==> src/rtl/desc_stack_mgr.sv <==
module desc_stack_mgr #(
  parameter int AW = 16,
  parameter int DW = 16,
  parameter int CW = 8,
  parameter int EB = 6,
  parameter logic [AW-1:0] BASE_A = 'h0000,
  parameter logic [AW-1:0] BASE_B = 'h0100
) (
  input  logic          clk,
  input  logic          rst_n,
  input  logic          reg_wr,
  input  logic [1:0]    reg_addr,
  input  logic [DW-1:0] reg_wdata,
  input  logic          msg_start,
  input  logic          msg_end,
  input  logic          msg_err,
  input  logic          msg_bus_b,
  input  logic [DW-1:0] msg_cmd,
  input  logic [DW-1:0] msg_dptr,
  input  logic [DW-1:0] time_now,
  output logic          mem_req,
  input  logic          mem_gnt,
  output logic [AW-1:0] mem_addr,
  output logic [DW-1:0] mem_wdata,
  output logic          cur_area,
  output logic          frame_done
);
  typedef enum logic [2:0] {IDLE, W_ST, W_TS, W_DP, W_CMD, ACT, E_TE, E_ST} st_t;

  st_t st;
  logic          area_req, bc_mode, end_seen, err_q, busb_q;
  logic [CW-1:0] cnt_a, cnt_b;
  logic [EB-1:0] sp_a, sp_b;
  logic [DW-1:0] tt_s, tt_e, dptr, cmd;
  logic [1:0]    widx;

  wire idle     = (st == IDLE);
  wire start_ok = idle && msg_start && !frame_done;
  wire end_ok   = !idle && msg_end && !end_seen;
  wire fire     = mem_req && mem_gnt;
  wire done     = (st == E_ST) && fire;
  wire [EB-1:0] sp = cur_area ? sp_b : sp_a;

  assign frame_done = bc_mode && (cur_area ? (cnt_b == '0) : (cnt_a == '0));
  assign mem_req    = !idle && (st != ACT);
  assign mem_addr   = (cur_area ? BASE_B : BASE_A) + AW'({sp, widx});

  always_comb begin
    widx      = 2'd0;
    mem_wdata = '0;
    case (st)
      W_ST:  begin widx = 2'd0; mem_wdata = 16'h8000; end
      W_TS:  begin widx = 2'd1; mem_wdata = tt_s; end
      W_DP:  begin widx = 2'd2; mem_wdata = dptr; end
      W_CMD: begin widx = 2'd3; mem_wdata = cmd; end
      E_TE:  begin widx = 2'd1; mem_wdata = tt_e; end
      E_ST:  begin widx = 2'd0; mem_wdata = {2'b11, busb_q, err_q, 12'h000}; end
      default: ;
    endcase
  end

  always_ff @(posedge clk) begin
    if (!rst_n) begin
      st       <= IDLE;
      end_seen <= 1'b0;
    end else begin
      if (end_ok) end_seen <= 1'b1;
      case (st)
        IDLE:  if (start_ok) st <= W_ST;
        W_ST:  if (fire) st <= W_TS;
        W_TS:  if (fire) st <= W_DP;
        W_DP:  if (fire) st <= W_CMD;
        W_CMD: if (fire) st <= (end_seen || end_ok) ? E_TE : ACT;
        ACT:   if (end_ok) st <= E_TE;
        E_TE:  if (fire) st <= E_ST;
        E_ST:  if (fire) begin st <= IDLE; end_seen <= 1'b0; end
        default: st <= IDLE;
      endcase
    end
  end

  always_ff @(posedge clk) begin
    if (start_ok) begin
      tt_s <= time_now;
      dptr <= msg_dptr;
      cmd  <= msg_cmd;
    end
    if (end_ok) begin
      tt_e   <= time_now;
      err_q  <= msg_err;
      busb_q <= msg_bus_b;
    end
  end

  always_ff @(posedge clk) begin
    if (!rst_n) begin
      area_req <= 1'b0;
      cur_area <= 1'b0;
      bc_mode  <= 1'b0;
      cnt_a    <= '0;
      cnt_b    <= '0;
      sp_a     <= '0;
      sp_b     <= '0;
    end else begin
      if (idle && !start_ok) cur_area <= area_req;
      if (done) begin
        if (cur_area) sp_b <= sp_b + 1'b1;
        else          sp_a <= sp_a + 1'b1;
        if (bc_mode && !cur_area && cnt_a != '0) cnt_a <= cnt_a - 1'b1;
        if (bc_mode &&  cur_area && cnt_b != '0) cnt_b <= cnt_b - 1'b1;
      end
      if (reg_wr) begin
        case (reg_addr)
          2'd0: begin area_req <= reg_wdata[13]; bc_mode <= reg_wdata[0]; end
          2'd1: cnt_a <= reg_wdata[CW-1:0];
          2'd2: cnt_b <= reg_wdata[CW-1:0];
          default: ;
        endcase
      end
    end
  end
endmodule

==> config.mk <==
export PLATFORM = sky130hd
export DESIGN_NAME = desc_stack_mgr
export DESIGN_NICKNAME = d
export VERILOG_FILES = /design/src/rtl/desc_stack_mgr.sv
export SDC_FILE = /design/constraint.sdc
export NUM_CORES = 1
export LEC_CHECK = 0
export BUFFER_PORTS_ARGS = -buffer_cell sky130_fd_sc_hd__buf_2
export CAP_MARGIN = 0
export CELL_PAD_IN_SITES_DETAIL_PLACEMENT = 0
export CELL_PAD_IN_SITES_GLOBAL_PLACEMENT = 2
export CORE_MARGIN = 5
export CORE_UTILIZATION = 37
export DETAILED_ROUTE_END_ITERATION = 16
export GPL_ROUTABILITY_DRIVEN = 1
export PLACE_DENSITY = 0.88
export REMOVE_ABC_BUFFERS = 1
export SLEW_MARGIN = 20
export SYNTH_ARGS = -nofsm -noshare
export SYNTH_HDL_FRONTEND = slang
export SYNTH_SLANG_ARGS = --single-unit
==> constraint.sdc <==
create_clock -name clk -period 11.74 [get_ports clk]
set_clock_uncertainty 0.05 [all_clocks]
set_input_delay 0.587 -clock clk [delete_from_list [all_inputs] [get_ports clk]]
set_output_delay 0.587 -clock clk [all_outputs]
set_load 0.01 [all_outputs]
==> results of run 1 <==
-- Yosys cell counts (all sizes together), types with 10 or more instances --
| master | count |
|---|---|
| nor2 | 27 |
| inv | 14 |
| mux2 | 20 |
| o21ai | 24 |
| xnor2 | 10 |
| clkbuf | 13 |
| buf | 19 |
| dfxtp | 35 |
| nand3 | 14 |
| edfxtp | 66 |
| a22oi | 15 |
| nand2 | 35 |
-- area by class of cell --
type | instances | area share
multi-input cells | 268 | 0.3241
clock buffers | 9 | 0.04054
inverters | 14 | 0.009459
flip-flops and latches | 101 | 0.4829
clock inverters | 6 | 0.01149
repair buffers | 100 | 0.09279
well taps | 172 | 0.03874
-- worst register-to-register path, stage by stage, from the launching register on --
cell and delay, ns:
dfxtp_1 0.82, inv_1 0.29, nand3_1 0.17, nand2_1 0.12, a211oi_4 0.24, buf_4 0.52
-- state kept, by name, indices dropped and copies added (netlist names), 3 cells and up --
register / flops
cmd: 16
cnt_a: 8
cnt_b: 8
dptr: 16
sp_a: 6
sp_b: 6
st: 3
tt_e: 16
tt_s: 16
-- cell families (layout without fill, tap and decap cells) --
group | after synthesis | in the layout | synth area share
AOI/OAI and AO/OA | 89 | 89 | 0.1314
xor gates and xnor gates | 15 | 15 | 0.02822
adders and majority gates | 6 | 6 | 0.01612
buffers and inverters | 46 | 129 | 0.04515
DFF | 101 | 101 | 0.5762
muxes | 28 | 28 | 0.06558
other | 1 | 7 | 0.0008055
and+or+nand+nor | 123 | 123 | 0.1365
-- power by group through the flow --
stage / combinational, mW / sequential, mW / clock, mW
5_1_grt: 0.101 / 0.421 / 0.313
6_report: 0.0903 / 0.418 / 0.291
4_1_cts: 0.0917 / 0.418 / 0.299
3_3_place_gp: 0.0896 / 0.425 / 0
3_5_place_dp: 0.0911 / 0.426 / 0
2_1_floorplan: 0.0487 / 0.429 / 0
-- metrics by stage --
| stage | area (um2) | util | hold WS (ns) |
|---|---|---|---|
| 2_1_floorplan | 4521 | - | 0.4045 |
| 3_3_place_gp | 5266 | 0.4225 | 0.4322 |
| 3_5_place_dp | 5266 | 0.4225 | 0.4458 |
| 4_1_cts | 5555 | 0.4456 | 0.3500 |
| 5_1_grt | 5555 | 0.4456 | 0.3495 |
| 6_report | 5555 | 0.4456 | 0.3632 |
-- path summary, 6_finish.rpt --
check	slack [ns]	end
worst max-delay path	8.64	mem_wdata[11]
worst min-delay path	0.36	dptr[3]
worst max register to register	9.14	tt_s[3]
worst min register to register	0.45	sp_b[4]
-- layout by cell type, fill, tap and decap left out, drive strengths merged, types with 2 or more instances in the layout --
cell        n
nor3b       3
mux2       20
o21ai      24
a32oi       5
a21oi       8
a221o       2
a31oi       5
o211ai      7
conb        7
clkinv      2
and2        2
nand3      14
xor2        5
a31o        2
xnor2      10
clkbuf      9
a22o        2
edfxtp     66
inv        15
and4        2
ha          6
a211oi      6
nor3        8
a2111oi     2
nor2b       5
or4         3
nand2      35
o2bb2ai     2
clkinvlp    2
nor4        5
nor2       27
or2         2
a22oi      15
nand4       7
or3         3
buf       100
dfxtp      35
mux2i       8
-- routing by layer --
layer  vias up  global-route usage  routed length [um]  share of wire
met4         0             0.05458                  34         0.0032
li1       1691                   -                   -              -
met1      1646              0.2046                5016           0.47
met5         -                   0                   0              0
met3         6             0.03528                 689          0.065
met2       112              0.2338                4941           0.46
==> impl_results.md, run 1 <==
* Worst Hold Depth at 1
* Slew Limit Fails at 0
* Vias in the first global route at roughly 3400
* Final Wtd Congestion at 0.7736
* Die W at 122.2 um
* Combinational share of power at 0.113
* Total area of sequential cells at 2683 um2
* Hold_sp: msg_dptr[3]
* Vias at between 3000 and 4000
* Core area at 12470 um2
* Endpoints failing setup at 0
* Post-CTS setup buffers at 0
* Mean Syn Cell Area at 11.38 um2
* WS Path Type: flip-flop to primary output
* Crit path launch type: flip-flop
* CP startpoint: st[2]
* Clock Path Buffers at 2
* Num Clock Sinks at 101
* Final Hold Vio Count at 0
* Input/output buffers at 94
* Max-Slew Margin vs Limit at 0.3169
* Syn Std Cell Area at 4656 um2
* R2R Path Start: cur_area
* Int Pwr at ~610 uW
* Worst vdd ir at 0.00008601 V
* EDFF count, synth at 66
* Full die area at 14930 um2
* Switch Pwr at 193.9 uW
* Row Count at 41
* Clk Latency, worst-skew pair at 0.34 ns
* Max_cap viols at 0
* Fillers at about 1200
* DR pass1 iterations at 4
* Number of synthesized register bits at 101
* Crit-path leading delay family: simple AND/OR/NAND/NOR gates
* Setup TNS at 0 ns
* DRC Markers at 0
* Sequential-to-total area share from yosys stat at 0.5762
* ANT nets after route at 0
* Post-synth top area share at 0.4257
* Post-CTS resize count at 0
* Pre-CTS setup slack at between 9 and 10 ns
* Clock network power share at 0.364
* CP bufs+invs at 2
* P&R area growth vs syn at 19.32%
* Yosys warns at 0
* WP data arrival at 2.47 ns
* CP peak stage delay at between 0.5 and 0.6 ns
* Least-Margin Pin Slew at ~1.0 ns
* Power Dens Cells at 144.0 nW/um2
* Final net count at 574
* # IOs at 109
* R2R depth at 5
* Total power at 799.7 uW
* Gate Count Post-Synth at around 400
* Ys async rst share at 0
* Post-DP HPWL at 7.541 mm
* Drt first-iter violations at between 200 and 250
* Remaining Overflow, GRT at 0
* H-Tree Depth at 3
* Post-synth top flop: edfxtp_1
* Routed wire per std cell at 15.94 um
* Worst Hold Class: input pin to flip-flop
* Ant diodes at 0
* Final non-filler cell total at 670
* Synth top area cells: edfxtp_1 43%, dfxtp_1 15%, mux2_2 4.8%
* Initial core utilization at 0.3735
* Cells along the critical path: buf_4 > nor2b_1 > and2_1 > nand2_1 > o21ai_0 > buf_2
* CP endpoint kind: primary output
* Fin crit share at 0.2644
* Seq pwr share at 0.523
* Antenna violations before repair at 0
* Netlist cell types at 56
* Hold_buf cts at 0
* Wirelength, routed at around 11 mm
* CP max stage cell: and2_1
* Multi-input gate area at approximately 1800 um2
* Worst path depth at 6
* Global-route wire length before repair at 17.28 mm
* Clock Pin Slew Worst Setup and Hold Paths at around 0.07 ns
* Global Route Usage Sum at 0.1501
* Worst Path Required at 11.10 ns
* Vias per cell at 5.157
* CTS buffer count at 9
* TritonCTS clock tree: yes
* Crit path time final at 3.104 ns
* Status: finished clean
* Largest area contributor in the synthesized netlist: edfxtp_1
* Worst-path maximum fanout at 18
* Leakage at about 2.1 nW
* Switching Share at 0.2425
* CTS Root Cell: clkbuf_16
* Max Clock Freq at 322.2 MHz
* Fin worst setup slack at 8.636 ns
* Largest net degree at the start of global routing at ~50
* Die Span Y at roughly 120 um
* RSZ-0062 raised after global routing: no
* Layout cell share with drive strength beyond 1 at 0.2851
* Dpl cells at 655
No activity file was read; power rests on OpenSTA's default activity.
==> run 2: changes to the inputs <==
--- a/config.mk
+++ b/config.mk
@@ -10,10 +10,10 @@
 export CELL_PAD_IN_SITES_DETAIL_PLACEMENT = 0
 export CELL_PAD_IN_SITES_GLOBAL_PLACEMENT = 2
 export CORE_MARGIN = 5
-export CORE_UTILIZATION = 37
+export CORE_UTILIZATION = 34
 export DETAILED_ROUTE_END_ITERATION = 16
 export GPL_ROUTABILITY_DRIVEN = 1
-export PLACE_DENSITY = 0.88
+export PLACE_DENSITY = 0.82
 export REMOVE_ABC_BUFFERS = 1
 export SLEW_MARGIN = 20
 export SYNTH_ARGS = -nofsm -noshare
==> constraint.sdc (replaced) <==
create_clock -name clk -period 3 [get_ports clk]
set_clock_uncertainty 0.05 [all_clocks]
set_input_delay 0.15 -clock clk [delete_from_list [all_inputs] [get_ports clk]]
set_output_delay 0.15 -clock clk [all_outputs]
set_load 0.01 [all_outputs]
==> impl_results.md, run 2 (synthesis results as in run 1) <==
* Status: finished clean
* CP startpoint: cnt_b[0]
* Cells along the critical path: inv_1 > ha_1 > nor3b_1 > nand3_1 > nand2_1 > and2_1 > buf_2
* Hold_sp: reg_wdata[13]
* Row Count at 42
* Final Wtd Congestion at 0.7995
* Clock Pin Slew Worst Setup and Hold Paths at about 0.070 ns
* TritonCTS clock tree: yes
* Worst-path maximum fanout at 6
* Drt first-iter violations at 250
* Worst vdd ir at ~0.00033 V
* WS Path Type: flip-flop to primary output
* Fin crit share at 0.8153
* Max Clock Freq at 408.9 MHz
* Die W at about 130 um
* ANT nets after route at 0
* Antenna violations before repair at 2
* Slew Limit Fails at 0
* Num Clock Sinks at 101
* Vias at 3645
* CP bufs+invs at 2
* Least-Margin Pin Slew at 0.7204 ns
* Layout cell share with drive strength beyond 1 at 0.2688
* Clock Path Buffers at 2
* Endpoints failing setup at 0
* Power Dens Cells at 520.5 nW/um2
* Ant diodes at 0
* Leakage at 2.357 nW
* DRC Markers at 0
* Total power at between 3 and 4 mW
* Clk Latency, worst-skew pair at between 0.3 and 0.4 ns
* Largest net degree at the start of global routing at 45
* Final net count at 633
* Commonest non-fill, non-tap cell in the layout: buf_2
* Vias per cell at 4.966
* Global Route Usage Sum at 0.1459
* # IOs at about 110
* Core area at 13350 um2
* RSZ-0062 raised after global routing: no
* Post-DP HPWL at approximately 8 mm
* Die Span Y at 127.0 um
* Crit-path leading delay family: simple AND/OR/NAND/NOR gates
* CP max stage cell: nor3b_1
* Worst Path Required at 2.80 ns
* Commonest non-fill, non-tap cells in the layout: 94 x buf_2, 66 x edfxtp_1, 53 x dlygate4sd3_1, 35 x nand2_1, 35 x dfxtp_1
* CTS buffer count at 9
* Final Hold Vio Count at 0
* Crit path launch type: flip-flop
* CTS Root Cell: clkbuf_16
* CP endpoint kind: primary output
* Global-route wire length before repair at 18.46 mm
* Crit path time final at 2.446 ns
* WP data arrival at 2.25 ns
* Worst Hold Class: input pin to flip-flop
* P&R area growth vs syn at 32.14%
* Full die area at 16130 um2
* Worst hold margin at 0.01087 ns
* H-Tree Depth at 3
* DR pass1 iterations at 4
* Initial core utilization at 0.3488
* Input/output buffers at 94
* Wirelength, routed at 11.58 mm
* Post-CTS setup buffers at 0
* Vias in the first global route at around 3700
* Max_cap viols at 0
* CP peak stage delay at approximately 0.6 ns
* Remaining Overflow, GRT at 0
* Routed wire per std cell at 15.78 um
* Max-Slew Margin vs Limit at 0.5187
* R2R Path Start: cnt_b[0]
[run 2: final timing paths]
| path | endpoint | slack (ns) | cells after the start |
|---|---|---|---|
| worst min register to register | cur_area | 0.45 | 2 |
| worst min-delay path | area_req | 0.01 | 3 |
| worst max register to register | tt_s[0] | 0.69 | 7 |
| worst max-delay path | frame_done | 0.55 | 7 |
[run 2: through the flow]
step	utilization	setup TNS (ns)	area [um2]	std cells	setup WS (ns)
floorplan	-	-111.66	4521	383	-2.326
global route	0.4609	0	6152	734	0.3956
finish	0.4609	0	6152	734	0.5541
detailed placement	0.3992	0	5329	665	0.7252
CTS	0.4609	0	6152	734	0.5217
global placement	0.3992	0	5329	665	0.7796
[run 2: what timing repair did]
item	CTS	global route
hold buffers	53	0
resized for setup	0	0
endpoints found under the hold margin	69	0
[run 2: worst register-to-register path: stages, from the launching register on]
cell      delay [ns]
dfxtp_1         0.38
inv_1           0.08
ha_1            0.19
nor3b_1         0.20
nand3_1         0.15
nand2_1         0.13
a211oi_4        0.48
buf_12          0.30
[run 2: layer usage]
| layer | share of wire | global-route usage | up-vias |
|---|---|---|---|
| li1 | - | - | 1812 |
| met1 | 0.45 | 0.1885 | 1718 |
| met2 | 0.47 | 0.2319 | 100 |
| met3 | 0.064 | 0.04257 | 11 |
| met4 | 0.010 | 0.05678 | 4 |
| met5 | 0.0023 | 0 | - |
[run 2: power by group]
group	switching, mW	leakage [nW]	total [mW]	internal, mW
combinational	0.235	1.31	0.423	0.188
clock	0.555	0.145	1.14	0.583
sequential	0.0450	0.907	1.64	1.60
total	0.835	2.36	3.20	2.37
[run 2: final cells by class]
| class | count | area [um2] |
|---|---|---|
| clock inverter | 7 | 67.56 |
| tap | 176 | 220.2 |
| clock buffer | 9 | 225.2 |
| fill | 1247 | 7196 |
| multi-input combinational | 268 | 1800 |
| inverter | 14 | 52.55 |
| sequential | 101 | 2683 |
| timing repair buffer | 159 | 1104 |
